<file path="src/rtl/pix_pack_pkg.sv">
package pix_pack_pkg;
  localparam int WORD_W   = 64;
  localparam int HALF_W   = WORD_W / 2;
  localparam int N16      = WORD_W / 16;
  localparam int N32      = WORD_W / 32;
  localparam int NB_HALF  = HALF_W / 8;
  localparam int SC_LSB   = 3;
  localparam int SC16_W   = 4;
  localparam int SC32_W   = 5;
  localparam int SH16     = 7;
  localparam int SH32B    = 23;
  localparam int SH32H    = 16;

  typedef enum logic [2:0] {
    OP_PACK16  = 3'd0,
    OP_PACK32  = 3'd1,
    OP_PACKFIX = 3'd2,
    OP_EXPAND  = 3'd3,
    OP_MERGE   = 3'd4
  } pix_op_e;

  // scale a 16-bit lane in 32 bits, then drop the 7 fraction bits
  function automatic logic signed [31:0] fx16_align(input logic [15:0] x,
                                                    input logic [SC16_W-1:0] s);
    logic signed [31:0] w;
    w = $signed({{16{x[15]}}, x});
    w = w <<< s;
    return w >>> SH16;
  endfunction

  // scale a 32-bit word in 64 bits (no overflow for s <= 31)
  function automatic logic signed [63:0] fx32_scale(input logic [31:0] x,
                                                    input logic [SC32_W-1:0] s);
    logic signed [63:0] w;
    w = $signed({{32{x[31]}}, x});
    return w <<< s;
  endfunction

  function automatic logic [7:0] sat_u8(input logic signed [63:0] v);
    if (v < 64'sd0)        return 8'h00;
    else if (v > 64'sd255) return 8'hff;
    else                   return v[7:0];
  endfunction

  function automatic logic [15:0] sat_s16(input logic signed [63:0] v);
    if (v < -64'sd32768)     return 16'h8000;
    else if (v > 64'sd32767) return 16'h7fff;
    else                     return v[15:0];
  endfunction
endpackage

</file>
<file path="src/rtl/pix_pack_lanes.sv">
module pix_pack_lanes
  import pix_pack_pkg::*;
(
  input  logic [WORD_W-1:0] src_a,
  input  logic [WORD_W-1:0] src_b,
  input  logic [WORD_W-1:0] gsr,
  output logic [WORD_W-1:0] pk16_res,
  output logic [WORD_W-1:0] pk32_res,
  output logic [WORD_W-1:0] pkfix_res
);
  logic [SC16_W-1:0] scale16;
  logic [SC32_W-1:0] scale32;
  assign scale16 = gsr[SC_LSB +: SC16_W];
  assign scale32 = gsr[SC_LSB +: SC32_W];

  // observable saturation events
  logic [N16-1:0] sat16_hi, sat16_lo;
  logic [N32-1:0] sat32_hi, sat32_lo, satfx_hi, satfx_lo;

  assign pk16_res[WORD_W-1:HALF_W]  = '0;
  assign pkfix_res[WORD_W-1:HALF_W] = '0;

  for (genvar i = 0; i < N16; i++) begin : g_l16
    logic signed [31:0] al16;
    logic [7:0]         byte16;
    assign al16        = fx16_align(src_b[16*i +: 16], scale16);
    assign sat16_hi[i] = al16 > 32'sd255;
    assign sat16_lo[i] = al16 < 32'sd0;
    assign byte16      = sat_u8(64'(al16));
    assign pk16_res[8*i +: 8] = byte16;
    always_comb begin

      pk16_hi_chk: assert (!sat16_hi[i] || byte16 == 8'hff);

      pk16_lo_chk: assert (!sat16_lo[i] || byte16 == 8'h00);
    end
  end

  for (genvar j = 0; j < N32; j++) begin : g_l32
    logic signed [63:0] sc32, al23, al16w;
    logic [7:0]         byte32;
    logic [15:0]        half16;
    assign sc32  = fx32_scale(src_b[32*j +: 32], scale32);
    assign al23  = sc32 >>> SH32B;
    assign al16w = sc32 >>> SH32H;
    assign sat32_hi[j] = al23 > 64'sd255;
    assign sat32_lo[j] = al23 < 64'sd0;
    assign satfx_hi[j] = al16w > 64'sd32767;
    assign satfx_lo[j] = al16w < -64'sd32768;
    assign byte32 = sat_u8(al23);
    assign half16 = sat_s16(al16w);
    // accumulator: src_a moved up one byte, byte 0 of each half replaced
    assign pk32_res[32*j +: 32] = {src_a[32*j +: 24], byte32};
    assign pkfix_res[16*j +: 16] = half16;
    always_comb begin

      pk32_hi_chk: assert (!sat32_hi[j] || byte32 == 8'hff);

      pkfix_hi_chk: assert (!satfx_hi[j] || half16 == 16'h7fff);

      pkfix_lo_chk: assert (!satfx_lo[j] || half16 == 16'h8000);
    end
  end
endmodule

</file>
<file path="src/rtl/pix_widen_merge.sv">
module pix_widen_merge
  import pix_pack_pkg::*;
(
  input  logic [WORD_W-1:0] src_a,
  input  logic [WORD_W-1:0] src_b,
  output logic [WORD_W-1:0] exp_res,
  output logic [WORD_W-1:0] mrg_res
);
  for (genvar k = 0; k < NB_HALF; k++) begin : g_byte
    assign exp_res[16*k +: 16] = {4'b0000, src_b[8*k +: 8], 4'b0000};
    assign mrg_res[16*k +: 16] = {src_a[8*k +: 8], src_b[8*k +: 8]};
  end
endmodule

</file>
<file path="src/rtl/pix_out_stage.sv">
module pix_out_stage
  import pix_pack_pkg::*;
#(
  parameter bit REG_OUT = 1'b1
) (
  input  logic              clk,
  input  logic              rst,
  input  logic              d_valid,
  input  logic [WORD_W-1:0] d,
  output logic              q_valid,
  output logic [WORD_W-1:0] q
);
  if (REG_OUT) begin : g_reg
    always_ff @(posedge clk) begin
      if (rst) begin
        q_valid <= 1'b0;
        q       <= '0;
      end else begin
        q_valid <= d_valid;
        if (d_valid) q <= d;
      end
    end
  end else begin : g_pass
    assign q_valid = d_valid;
    assign q       = d;
  end
endmodule

</file>
<file path="src/rtl/pix_pack_unit.sv">
module pix_pack_unit
  import pix_pack_pkg::*;
#(
  parameter bit REG_OUT = 1'b1
) (
  input  logic              clk,
  input  logic              rst,
  input  logic              in_valid,
  input  logic [2:0]        op_sel,
  input  logic [WORD_W-1:0] src_a,
  input  logic [WORD_W-1:0] src_b,
  input  logic [WORD_W-1:0] gsr,
  output logic              out_valid,
  output logic [WORD_W-1:0] result
);
  logic [WORD_W-1:0] pk16_res, pk32_res, pkfix_res, exp_res, mrg_res;
  logic [WORD_W-1:0] sel_res;

  pix_pack_lanes u_lanes (
    .src_a     (src_a),
    .src_b     (src_b),
    .gsr       (gsr),
    .pk16_res  (pk16_res),
    .pk32_res  (pk32_res),
    .pkfix_res (pkfix_res)
  );

  pix_widen_merge u_wm (
    .src_a   (src_a),
    .src_b   (src_b),
    .exp_res (exp_res),
    .mrg_res (mrg_res)
  );

  always_comb begin
    case (op_sel)
      OP_PACK16:  sel_res = pk16_res;
      OP_PACK32:  sel_res = pk32_res;
      OP_PACKFIX: sel_res = pkfix_res;
      OP_EXPAND:  sel_res = exp_res;
      OP_MERGE:   sel_res = mrg_res;
      default:    sel_res = '0;
    endcase
  end

  pix_out_stage #(.REG_OUT(REG_OUT)) u_out (
    .clk     (clk),
    .rst     (rst),
    .d_valid (in_valid),
    .d       (sel_res),
    .q_valid (out_valid),
    .q       (result)
  );

  if (REG_OUT) begin : g_chk

    valid_follow_chk: assert property (@(posedge clk) disable iff (rst)
      in_valid |=> out_valid);

    valid_drop_chk: assert property (@(posedge clk) disable iff (rst)
      !in_valid |=> (!out_valid && $stable(result)));

    pk16_upper_chk: assert property (@(posedge clk) disable iff (rst)
      (in_valid && op_sel == OP_PACK16) |=> result[WORD_W-1:HALF_W] == '0);

    pkfix_upper_chk: assert property (@(posedge clk) disable iff (rst)
      (in_valid && op_sel == OP_PACKFIX) |=> result[WORD_W-1:HALF_W] == '0);

    unused_zero_chk: assert property (@(posedge clk) disable iff (rst)
      (in_valid && op_sel > 3'd4) |=> result == '0);
  end
endmodule

</file>
<file path="config.mk">
export PLATFORM = sky130hd
export DESIGN_NAME = pix_pack_unit
export DESIGN_NICKNAME = d
export VERILOG_FILES = /design/src/rtl/pix_pack_pkg.sv /design/src/rtl/pix_pack_lanes.sv /design/src/rtl/pix_widen_merge.sv /design/src/rtl/pix_out_stage.sv /design/src/rtl/pix_pack_unit.sv
export SDC_FILE = /design/constraint.sdc
export NUM_CORES = 1
export LEC_CHECK = 0
export BUFFER_PORTS_ARGS = -buffer_cell sky130_fd_sc_hd__buf_2
export CAP_MARGIN = 25
export CORE_MARGIN = 2
export CORE_UTILIZATION = 57
export CTS_CLUSTER_DIAMETER = 30
export CTS_CLUSTER_SIZE = 16
export DETAILED_ROUTE_END_ITERATION = 8
export HOLD_SLACK_MARGIN = 0.03
export PLACE_DENSITY_LB_ADDON = 0.08
export SLEW_MARGIN = 20
export SYNTH_ARGS = -nofsm -noshare
export SYNTH_HDL_FRONTEND = slang
export SYNTH_SLANG_ARGS = --single-unit
</file>
<file path="constraint.sdc">
create_clock -name clk -period 8.8 [get_ports clk]
set_input_delay 0.88 -clock clk [delete_from_list [all_inputs] [get_ports clk]]
set_output_delay 0.88 -clock clk [all_outputs]
set_load 0.01 [all_outputs]
</file>
==> flow_metrics.py <==
metrics = {
    "setup_path": {
        "cpLargestDelayFamily": "buffers and inverters",
        "crit_chain": "buf_4, buf_4, nand2_1, mux2i_1, mux2i_1, a211oi_1, a41oi_1, nor4_1, a21oi_1, buf_4, o21ai_0, a211oi_1",
        "ff2ff_setup_slack_ns": 7.63,
        "cp-start-kind": "primary input",
        "crit_slowest_cell": "buf_4",
        "startpoint": "gsr[4]",
        "crit_required_ns": 9.00,
        "reg2reg_to": "u_out.q[5]$_SDFFE_PP0P_",
        "setup.worst_path.class": "in2reg",
        "cp_slowest_stage_delay_ns": 0.88,
        "crit_cells": 12,
        "cp_common_cell": "buf_4",
        "worstSetupEndpointType": "register",
        "crit_buf_inv": 3,
        "cp.arrival_ns": 5.46,
        "crit_path_end": "u_out.q[38]$_SDFFE_PP0P_",
        "r2r_start": "u_out.q[5]$_SDFFE_PP0P_",
        "cp_max_fo": 86,
        "reg2reg_depth": 4,
    },
    "timing": {
        "finalCritPeriodShare_pct": 59.8,
        "finalHoldViolations": 0,
        "setup_violations": 0,
        "tns_ns": 0,
        "skew_ns": 0,
        "drv_slew": 0,
        "slew_headroom_pct": 31.3,
        "min_period_ns": 5.26,
        "worst_pin_slew_ns": 1.02,
        "rsz0062_at_grt": "false",
        "clock.fmax_ghz": 0.190,
    },
    "floorplan": {
        "placementRows": 48,
        "initial_utilization_pct": 58.1,
        "core-area_sq_um": 17200,
        "die_y_microns": 136,
        "dieArea_sq_um": 18600,
        "io_pins": 263,
        "die_width_microns": 136,
    },
    "flow_run": {
        "drv_cap": 0,
    },
    "logic_synthesis": {
        "synth_area_sq_um": 9970,
        "synth-edff-count": 0,
        "muxShareOfSynthArea_pct": 30.3,
        "yosys.area_share.simple_pct": 19.2,
        "synth_xor_area_share_pct": 0,
        "synth_cell_types": 75,
        "synth_top_family_by_area": "compound AO/OA/AOI/OAI gates",
        "synthAdderAreaFrac_pct": 0,
        "async_flop_share_pct": 0,
        "synth-compound-area-share_pct": 30.6,
        "synth_nets": 1498,
        "yosysSeqAreaShare_pct": 13.0,
        "synthCells": 1300,
        "syn_avg_cell_area_sq_um": 7.67,
        "synth_seq_cells": 65,
        "synthFlopType": "dfxtp_1",
        "yosys_warnings": 0,
    },
    "detailed_routing": {
        "drt-total-wl_microns": 40700,
        "dr.pass1.iters": 7,
        "vias_per_cell": 7.35,
        "drt_iter0_markers": 1627,
        "wl_met3_microns": 4610,
        "drt-met1-wl_microns": 15300,
        "met2_length_microns": 18200,
        "wl_per_cell_microns": 25.1,
        "drc": 0,
        "antenna_left": 0,
        "vias": 11899,
        "top_layer_used": "met4",
    },
    "final_layout": {
        "nFillCells": 1622,
        "nets": 1586,
        "fin_util_pct": 64.1,
        "syn_to_final_growth_pct": 10.4,
        "multi_input_area_sq_um": 7990,
        "register_area_sq_um": 1300,
        "stdcell_count": 1619,
        "drive_gt1_share_pct": 25.2,
        "design_area_sq_um": 11000,
    },
    "place": {
        "placed_cell_area_sq_um": 10700,
        "io_buffers": 195,
        "gp_congestion": 1.02,
        "hpwl_microns": 29200,
        "dp.cells": 1601,
    },
    "global_route": {
        "antenna_found_initial": 0,
        "grt.total_usage_pct": 42.9,
        "grt_pass1_vias": 10768,
        "grt_max_degree": 87,
        "grt_pass1_wl_microns": 61700,
        "grt_overflow": 0,
    },
    "cts": {
        "htreeDepth": 3,
        "cts_made_buffers": 9,
        "cts.reportedPaths.clkPinSlew_ns": 0.06,
        "clock_path_buffers": 2,
        "cts_setup_buffers": 0,
        "postCtsResizedCells": 0,
        "clock_sinks": 65,
        "cts_tree": "done",
        "clock_latency_ns": 0.34,
        "cts-root-buf": "clkbuf_16",
        "cts_hold_buf": 0,
    },
    "power": {
        "powerDensity_nw_per_um2": 111,
        "peakVddDrop_mv": 0.0979,
        "power_mw": 1.23,
        "power_leakage_nw": 4.34,
    },
    "run_status": {
        "status": "complete, no violations",
    },
    "worst_hold_path": {
        "hold_path_startpoint": "u_out.q[8]$_SDFFE_PP0P_",
        "hp-class": "reg2reg",
    },
}
-- registers in the layout, summed over array words and instances, names as in the netlist --
signal	count
u_out.q_valid	1
u_out.q	64
-- Yosys cell counts (23+ instances only) --
cell        n  area, sq um
nor2_1    113          424
a22oi_1    34          255
nand2_1   135          507
nor3_1     28          140
mux2_2     52          586
nor2b_1    23          144
o21ai_0   118          591
mux2i_1    98          981
a21oi_1   114          571
mux4_2     54         1220
dfxtp_1    65         1300
a211oi_1   37          278
clkbuf_1   78          293
buf_2      27          135
-- layout make-up --
class | instances | area share (%)
Clock inverter | 7 | 0.477
Antenna cell | 1 | 0.0227
Timing Repair Buffer | 212 | 10.1
Sequential cell | 65 | 11.8
Clock buffer | 9 | 2.04
Tap cell | 225 | 2.56
Inverter | 14 | 0.477
Multi-Input combinational cell | 1086 | 72.5
-- placed cells by master (no fill, tap or decap), types with 8 or more instances in the layout --
| master | synthesis | final |
|---|---|---|
| clkbuf_16 | 0 | 9 |
| nor3_1 | 28 | 28 |
| nor2b_1 | 23 | 23 |
| a31oi_1 | 17 | 17 |
| nor2_1 | 113 | 113 |
| and2_1 | 11 | 11 |
| nor4_1 | 14 | 14 |
| mux4_1 | 8 | 8 |
| mux4_2 | 54 | 54 |
| a211oi_1 | 37 | 37 |
| buf_4 | 7 | 19 |
| nand4_1 | 14 | 14 |
| a221oi_1 | 13 | 13 |
| a21oi_1 | 114 | 114 |
| a21o_1 | 8 | 8 |
| nand2_1 | 135 | 135 |
| nand3_1 | 20 | 20 |
| o21ai_0 | 118 | 118 |
| mux2i_1 | 98 | 98 |
| o22ai_1 | 21 | 21 |
| a222oi_1 | 11 | 11 |
| dfxtp_1 | 65 | 65 |
| a22oi_1 | 34 | 34 |
| o211ai_1 | 10 | 10 |
| inv_1 | 11 | 10 |
| buf_2 | 27 | 193 |
| a221o_1 | 9 | 9 |
| mux2_2 | 52 | 52 |
-- cell families (layout without fill, tap and decap cells) --
kind of cell           count (synthesis)  count (layout)
other                                  0               1
AOI/OAI and AO/OA                    466             466
and+or+nand+nor                      406             406
DFF                                   65              65
muxes                                214             214
buffers and inverters                149             242
-- how the worst min path moves through the flow --
stage | endpoint | slack [ns] | cells after the start
after global routing | u_out.q[8]$_SDFFE_PP0P_ | 0.50 | 2
final | u_out.q[8]$_SDFFE_PP0P_ | 0.48 | 2
after detailed placement | u_out.q[48]$_SDFFE_PP0P_ | 0.47 | 2
after floorplan | u_out.q[8]$_SDFFE_PP0P_ | 0.50 | 2
after global placement | u_out.q[45]$_SDFFE_PP0P_ | 0.46 | 2
after CTS | u_out.q[8]$_SDFFE_PP0P_ | 0.48 | 2
-- worst register-to-register path: cells and delay by family (launching register included) --
kind,cells,cell delay (ns)
flops,1,0.31
compound gates,3,0.57
simple gates,1,0.14
-- per-stage QoR --
step | hold slack (ns) | setup WS [ns]
floorplan | 0.500 | 5.01
global placement | 0.464 | 3.31
detailed placement | 0.471 | 3.36
CTS | 0.481 | 3.71
global route | 0.503 | 3.24
finish | 0.477 | 3.54
-- where the power goes --
part	switching (mW)	internal (mW)	leakage, nW	total [mW]
Sequential	0.00451	0.303	0.527	0.307
Clock	0.150	0.192	0.136	0.342
Combinational	0.363	0.214	3.68	0.577
Total	0.517	0.709	4.34	1.23
-- metal layers --
layer | global-route usage [%] | up-vias
met5 | 0 | -
met4 | 23.4 | 0
met3 | 10.7 | 195
met2 | 65.4 | 897
met1 | 55.6 | 5566
li1 | - | 5241
Note: power is estimated with default switching activity, not from simulation.
